<file path="config.mk">
export PLATFORM = sky130hd
export DESIGN_NAME = serrx_top
export DESIGN_NICKNAME = d
export VERILOG_FILES = /design/src/rtl/serrx_pkg.sv /design/src/rtl/serrx_baud.sv /design/src/rtl/serrx_framer.sv /design/src/rtl/serrx_fifo.sv /design/src/rtl/serrx_top.sv
export SDC_FILE = /design/constraint.sdc
export NUM_CORES = 1
export LEC_CHECK = 0
export CORE_MARGIN = 4
export CORE_UTILIZATION = 50
export DETAILED_ROUTE_END_ITERATION = 12
export DONT_BUFFER_PORTS = 1
export PLACE_DENSITY = 0.63
export SETUP_SLACK_MARGIN = 0.2
export SYNTH_ARGS = -nofsm -noshare
export SYNTH_HDL_FRONTEND = slang
export SYNTH_SLANG_ARGS = --single-unit
</file>
<file path="constraint.sdc">
create_clock -name clk -period 4.11 [get_ports clk]
set_input_delay 0 -clock clk [delete_from_list [all_inputs] [get_ports clk]]
set_output_delay 0 -clock clk [all_outputs]
set_load 0.01 [all_outputs]
</file>
<file path="src/rtl/serrx_pkg.sv">
package serrx_pkg;

    localparam int DATA_W = 8;
    localparam int ERR_W  = 3;

    // one stored character with its own error flags
    typedef struct packed {
        logic              ovr;
        logic              perr;
        logic              ferr;
        logic [DATA_W-1:0] data;
    } rx_ent_t;

    typedef enum logic [2:0] {
        FR_IDLE,
        FR_START,
        FR_DATA,
        FR_PAR,
        FR_STOP
    } fr_state_e;

endpackage

</file>
<file path="src/rtl/serrx_baud.sv">
module serrx_baud #(
    parameter int DIV_W = 12
) (
    input  logic             clk,
    input  logic             rst_n,
    input  logic             hold,
    input  logic [DIV_W-1:0] div,
    output logic             tick
);
    typedef struct packed {
        logic [DIV_W-1:0] cnt;
    } bd_t;

    bd_t q, d;

    always_comb begin
        d    = q;
        tick = (q.cnt == div);
        if (hold || tick) d.cnt = '0;
        else              d.cnt = q.cnt + 1'b1;
    end

    always_ff @(posedge clk or negedge rst_n) begin
        if (!rst_n) q <= '0;
        else        q <= d;
    end
endmodule

</file>
<file path="src/rtl/serrx_framer.sv">
module serrx_framer
    import serrx_pkg::*;
(
    input  logic          clk,
    input  logic          rst_n,
    input  logic          en,
    input  logic          rx_s,
    input  logic          tick,
    input  logic [1:0]    wlen,
    input  logic          par_en,
    input  logic          par_even,
    output logic          idle,
    output logic          push,
    output rx_ent_t       ent
);
    typedef struct packed {
        fr_state_e         st;
        logic [3:0]        sub;
        logic [2:0]        bitn;
        logic [DATA_W-1:0] data;
        logic              perr;
    } fr_t;

    fr_t q, d;
    logic [2:0] last_bit;
    logic       exp_par;

    always_comb begin
        d        = q;
        push     = 1'b0;
        ent      = '0;
        last_bit = 3'd4 + {1'b0, wlen};
        exp_par  = par_even ? (^q.data) : ~(^q.data);
        case (q.st)
            FR_IDLE: if (!rx_s) begin
                d.st   = FR_START;
                d.sub  = '0;
                d.bitn = '0;
                d.data = '0;
                d.perr = 1'b0;
            end
            FR_START: if (tick) begin
                if (q.sub == 4'd7) begin
                    d.st  = rx_s ? FR_IDLE : FR_DATA;
                    d.sub = '0;
                end else d.sub = q.sub + 1'b1;
            end
            FR_DATA: if (tick) begin
                if (q.sub == 4'd15) begin
                    d.data[q.bitn] = rx_s;
                    d.sub          = '0;
                    if (q.bitn == last_bit) d.st = par_en ? FR_PAR : FR_STOP;
                    else                    d.bitn = q.bitn + 1'b1;
                end else d.sub = q.sub + 1'b1;
            end
            FR_PAR: if (tick) begin
                if (q.sub == 4'd15) begin
                    d.perr = (rx_s != exp_par);
                    d.st   = FR_STOP;
                    d.sub  = '0;
                end else d.sub = q.sub + 1'b1;
            end
            FR_STOP: if (tick) begin
                if (q.sub == 4'd15) begin
                    push     = 1'b1;
                    ent.data = q.data;
                    ent.perr = q.perr;
                    ent.ferr = ~rx_s;
                    d.st     = FR_IDLE;
                end else d.sub = q.sub + 1'b1;
            end
            default: d.st = FR_IDLE;
        endcase
        if (!en) d.st = FR_IDLE;
        idle = (q.st == FR_IDLE);
    end

    always_ff @(posedge clk or negedge rst_n) begin
        if (!rst_n) q <= '{st: FR_IDLE, default: '0};
        else        q <= d;
    end

    // a start bit found high again at its middle is abandoned
    p_start_reject_r6: assert property (@(posedge clk) disable iff (!rst_n)
        (q.st == FR_START && tick && q.sub == 4'd7 && rx_s) |=> (q.st == FR_IDLE));

    // disabled receiver is idle
    p_disabled_idle_r11: assert property (@(posedge clk) disable iff (!rst_n)
        !en |=> (q.st == FR_IDLE));

    // characters complete only on a baud tick
    p_push_on_tick_r2: assert property (@(posedge clk) disable iff (!rst_n)
        push |-> tick);
endmodule

</file>
<file path="src/rtl/serrx_fifo.sv">
module serrx_fifo
    import serrx_pkg::*;
#(
    parameter int DEPTH = 16
) (
    input  logic    clk,
    input  logic    rst_n,
    input  logic    fifo_on,
    input  logic    push,
    input  rx_ent_t went,
    input  logic    pop_req,
    output logic    pop,
    output rx_ent_t head,
    output logic    empty
);
    localparam int AW = $clog2(DEPTH);
    localparam int CW = AW + 1;

    typedef struct packed {
        rx_ent_t [DEPTH-1:0] mem;
        logic [AW-1:0]       wptr;
        logic [AW-1:0]       rptr;
        logic [CW-1:0]       count;
    } fq_t;

    fq_t q, d;
    logic [CW-1:0] limit;
    logic          full;
    logic          do_push;

    always_comb begin
        d       = q;
        limit   = fifo_on ? CW'(DEPTH) : CW'(1);
        full    = (q.count >= limit);
        empty   = (q.count == '0);
        head    = q.mem[q.rptr];
        pop     = pop_req && !empty;
        do_push = push && (!full || pop);
        if (do_push) begin
            d.mem[q.wptr] = went;
            d.wptr        = q.wptr + 1'b1;
        end else if (push) begin
            d.mem[q.wptr - AW'(1)].ovr = 1'b1;
        end
        if (pop) d.rptr = q.rptr + 1'b1;
        case ({do_push, pop})
            2'b10:   d.count = q.count + 1'b1;
            2'b01:   d.count = q.count - 1'b1;
            default: d.count = q.count;
        endcase
    end

    always_ff @(posedge clk or negedge rst_n) begin
        if (!rst_n) q <= '0;
        else        q <= d;
    end

    p_count_bound_r8: assert property (@(posedge clk) disable iff (!rst_n)
        q.count <= CW'(DEPTH));

    p_overrun_hold_r9: assert property (@(posedge clk) disable iff (!rst_n)
        (push && full && !pop_req) |=> ($stable(q.count) && $stable(q.wptr)));

    p_pushpop_full_r10: assert property (@(posedge clk) disable iff (!rst_n)
        (push && pop_req && full) |=> ($stable(q.count) && !$stable(q.wptr)));
endmodule

</file>
<file path="src/rtl/serrx_top.sv">
module serrx_top
    import serrx_pkg::*;
#(
    parameter int DIV_W = 12,
    parameter int DEPTH = 16
) (
    input  logic       clk,
    input  logic       rst_n,
    input  logic       rxd,
    input  logic       bus_wr,
    input  logic       bus_rd,
    input  logic [2:0] bus_addr,
    input  logic [7:0] bus_wdata,
    output logic [7:0] bus_rdata
);
    localparam int HI_W = DIV_W - 8;

    localparam logic [2:0] A_DATA = 3'd0;
    localparam logic [2:0] A_STAT = 3'd1;
    localparam logic [2:0] A_FLAG = 3'd2;
    localparam logic [2:0] A_DLO  = 3'd3;
    localparam logic [2:0] A_DHI  = 3'd4;
    localparam logic [2:0] A_LCR  = 3'd5;
    localparam logic [2:0] A_EN   = 3'd6;

    typedef struct packed {
        logic [7:0]      div_lo;
        logic [HI_W-1:0] div_hi;
        logic [1:0]      wlen;
        logic            par_en;
        logic            par_even;
        logic            fifo_on;
        logic            en;
        logic [ERR_W-1:0] stat;
        logic            s1;
        logic            s2;
    } tp_t;

    tp_t q, d;

    logic    tick, idle, push, pop, empty;
    rx_ent_t ent, head;

    serrx_baud #(.DIV_W(DIV_W)) u_baud (
        .clk(clk), .rst_n(rst_n), .hold(idle),
        .div({q.div_hi, q.div_lo}), .tick(tick)
    );

    serrx_framer u_framer (
        .clk(clk), .rst_n(rst_n), .en(q.en), .rx_s(q.s2), .tick(tick),
        .wlen(q.wlen), .par_en(q.par_en), .par_even(q.par_even),
        .idle(idle), .push(push), .ent(ent)
    );

    serrx_fifo #(.DEPTH(DEPTH)) u_fifo (
        .clk(clk), .rst_n(rst_n), .fifo_on(q.fifo_on), .push(push),
        .went(ent), .pop_req(bus_rd && bus_addr == A_DATA), .pop(pop),
        .head(head), .empty(empty)
    );

    always_comb begin
        d    = q;
        d.s1 = rxd;
        d.s2 = q.s1;
        if (pop) d.stat = {head.ovr, head.perr, head.ferr};
        if (bus_wr) begin
            case (bus_addr)
                A_DLO: d.div_lo = bus_wdata;
                A_DHI: d.div_hi = bus_wdata[HI_W-1:0];
                A_LCR: begin
                    d.wlen     = bus_wdata[6:5];
                    d.fifo_on  = bus_wdata[4];
                    d.par_even = bus_wdata[2];
                    d.par_en   = bus_wdata[1];
                end
                A_EN:    d.en = bus_wdata[0];
                default: ;
            endcase
        end
        case (bus_addr)
            A_DATA:  bus_rdata = head.data;
            A_STAT:  bus_rdata = {{(8-ERR_W){1'b0}}, q.stat};
            A_FLAG:  bus_rdata = {3'b000, empty, 4'b0000};
            default: bus_rdata = 8'h00;
        endcase
    end

    always_ff @(posedge clk or negedge rst_n) begin
        if (!rst_n) q <= '{s1: 1'b1, s2: 1'b1, default: '0};
        else        q <= d;
    end

    // status reflects the character that was just popped
    p_status_pop_r7: assert property (@(posedge clk) disable iff (!rst_n)
        pop |=> (q.stat == $past({head.ovr, head.perr, head.ferr})));
endmodule

</file>
==> metrics.md <==
| Metric | Value |
|---|---|
| Setup WS post-layout | 0.636 ns |
| Final period utilization | 84.5% |
| Final Skew | 0.0145 ns |
| H-Tree Depth | 1 |
| CP Data Required Time | 4.54 ns |
| First-pass GRT wire length | 52800 um |
| Post-CTS setup buffers | 0 |
| Worst vdd ir | 0.000352 V |
| Failing checks | negative hold slack |
| FFs w/ async S/R, synth | 100% |
| Share of Yosys cell area claimed by the top area cell type | 48.8% |
| Worst Setup End Kind | flip-flop |
| CTS Hold Bufs | 19 |
| TritonCTS Sinks | 243 |
| Commonest non-fill, non-tap cell in the layout | dfrtp_1 |
| Vias/cell | 6.44 |
| Maximum root-to-sink buffer count | 3 |
| DIE WIDTH | 165 um |
| HPWL Detailed | 20100 um |
| Clock power share | 36.3% |
| Gr usage total | 24.8% |
| Synth warnings | 0 |
| Tot Pwr | 6650 uW |
| Sequential power share | 40.3% |
| Leak Pwr | 0.00564 uW |
| Placed cell count | 1323 |
| Net count, final | 1080 |
| Mapped Area | 12400 um2 |
| I/O pin count | 24 |
| Reg2Reg Depth | 7 |
| Hold crit path type | in2async |
| Net Sw Frac | 32.4% |
| Most frequent cells in the layout | dfrtp_1, o21ai_0, o31ai_1 |
| ANT cells | 0 |
| Cell variety after synth | 63 |
| Core Rows | 57 |
| Sequential cell area fraction in the yosys report | 49.2% |
| TritonRoute pass-1 iters | 5 |
| Clock tree root driver cell | clkbuf_16 |
| Setup TNS | 0 ns |
| Minimum clock period | 3.47 ns |
| Post-Place Worst Slack | 0.685 ns |
| Worst endpoint data arrival time | 3.90 ns |
| RD Place Congestion | 0.811 |
| Top area cells in the synthesized netlist | dfrtp_1, mux4_2, o31ai_1 |
| Max-slew violations | 0 |
| Slew HR | 30.7% |
| Grt ovf | 0 |
| DRT antenna net count | 0 |
| FF-to-FF End | u_fifo.q[165] |
| Comb pwr share | 23.4% |
| Iteration-0 DRC Markers | 1095 |
| Setup CP Type | reg2reg |
| Initial antenna violation count | 0 |
| PwrDens | 489 nW/um2 |
| Number of global-route vias before repair | 8933 |
| Via count | 8963 |
| TritonCTS buffer count | 27 |
| P_sw | 2160 uW |
| Reg2Reg Setup Slack | 0.64 ns |
| #FFs+latches synth | 243 |
| FILL cells | 2014 |
| Final hold vios | 243 |
| Final WL | 33400 um |
| Status | finished, violations left |
| Largest net degree at the start of global routing | 244 |
| Worst-Skew Late Latency | 0.54 ns |
| Syn Inst Count | 1072 |
| RSZ-0062 raised after global routing | no |
| Synth area leader | dfrtp_1 |
| Starting Density | 50.9% |
| Die extent in y | 165 um |
| Hold slack final | -0.842 ns |
| Internal | 4490 uW |
| Post-synth EDFFs | 0 |
| Fmax | 0.288 GHz |
| Non-filler cells, final | 1391 |
| Core Region | 24300 um2 |
| DRC | 0 |
| Final setup fails | 0 |
| Post-synth top flop | dfrtp_1 |
| Syn Nets | 1105 |
| CP Launch Type | flip-flop |
| Worst slew pin tran | 1.04 ns |
| Die area | 27300 um2 |
| CTS tree | done |
| Post_cts resized | 0 |
| IO buf count | 0 |
| Layout area overhead | 10.0% |
| Clk slew on worst S/H paths | 0.06 ns |
| Average size of a mapped cell | 11.5 um2 |
| MaxCap Viol Count | 0 |
| Share of layout cells above drive strength 1 | 15.3% |
| WL/cell | 24.0 um |
| Reg-to-reg startpoint | u_fifo.q[1] |
| CP Max Fanout | 79 |
==> per-stage QoR <==
stage	utilization [%]	area (um2)
5_1_grt	56.0	13600
3_3_place_gp	51.6	12500
2_1_floorplan	-	12400
4_1_cts	56.0	13600
3_5_place_dp	51.6	12500
6_report	56.0	13600
==> area by class of cell <==
class	count	area [um2]	area share, %
clock buffer	41	788	5.79
clock inverter	8	96.3	0.708
inverter	29	109	0.800
multi-input combinational	713	5790	42.6
sequential	243	6090	44.7
tap	324	405	2.98
timing repair buffer	33	333	2.45
==> registers in the layout, indices dropped and copies added (netlist names) <==
| signal | flops |
|---|---|
| q | 22 |
| u_fifo.q | 189 |
| u_framer.q | 19 |
| d | 1 |
| u_baud.q | 12 |
==> power by group through the flow <==
stage | Clock, uW | Combinational [uW] | Sequential (uW)
finish | 2410 | 1560 | 2680
global route | 2570 | 1680 | 2700
CTS | 2470 | 1540 | 2680
detailed placement | 0 | 1520 | 2720
global placement | 0 | 1520 | 2720
floorplan | 0 | 1290 | 2600
==> synthesized netlist by cell type (20+ instances only) <==
library cell	n
mux2_2	34
xnor2_1	23
dfrtp_1	241
clkbuf_1	50
inv_1	28
o31ai_1	149
mux4_2	51
nand2_1	56
mux2i_1	23
o21ai_0	159
buf_2	20
xor2_1	23
nor2_1	22
==> worst max-delay path by stage <==
stage / start / to / slack, ns / depth (start not counted)
4_1_cts: u_fifo.q[1] / u_fifo.q[165] / 0.68 / 7
3_5_place_dp: u_fifo.q[1] / u_fifo.q[165] / 0.68 / 7
2_1_floorplan: u_fifo.q[1] / u_fifo.q[4] / 0.99 / 15
3_3_place_gp: u_fifo.q[1] / u_fifo.q[173] / 0.77 / 7
6_report: u_fifo.q[1] / u_fifo.q[165] / 0.64 / 7
5_1_grt: u_fifo.q[1] / u_fifo.q[165] / 0.44 / 7
==> layer usage <==
metal	vias up	wire [um]	global-route usage, %
li1	4007	-	-
met1	4589	15000	36.8
met2	313	15400	37.9
met3	54	2270	4.91
met4	0	793	6.20
met5	-	0	0
==> critical path: stages, from the launching register on <==
cell and delay (ns):
dfrtp_1 0.41, or3_4 0.41, o311a_1 0.46, o21ba_4 0.29, buf_4 0.63, buf_4 0.78, o31ai_1 0.19, o21ai_0 0.12
==> kinds of logic (layout without fill, tap and decap cells) <==
kind of cell | after synthesis | count (layout) | share of synthesized area [%]
adder cells (fa/ha/maj) | 17 | 17 | 1.78
flip-flops | 243 | 243 | 49.2
buffers and inverters | 116 | 111 | 4.07
AO/OA/AOI/OAI | 349 | 349 | 17.9
multiplexers | 114 | 114 | 14.8
AND/OR/NAND/NOR | 187 | 187 | 8.99
XOR/XNOR | 46 | 46 | 3.26
Power figures use the tool's default switching activity.
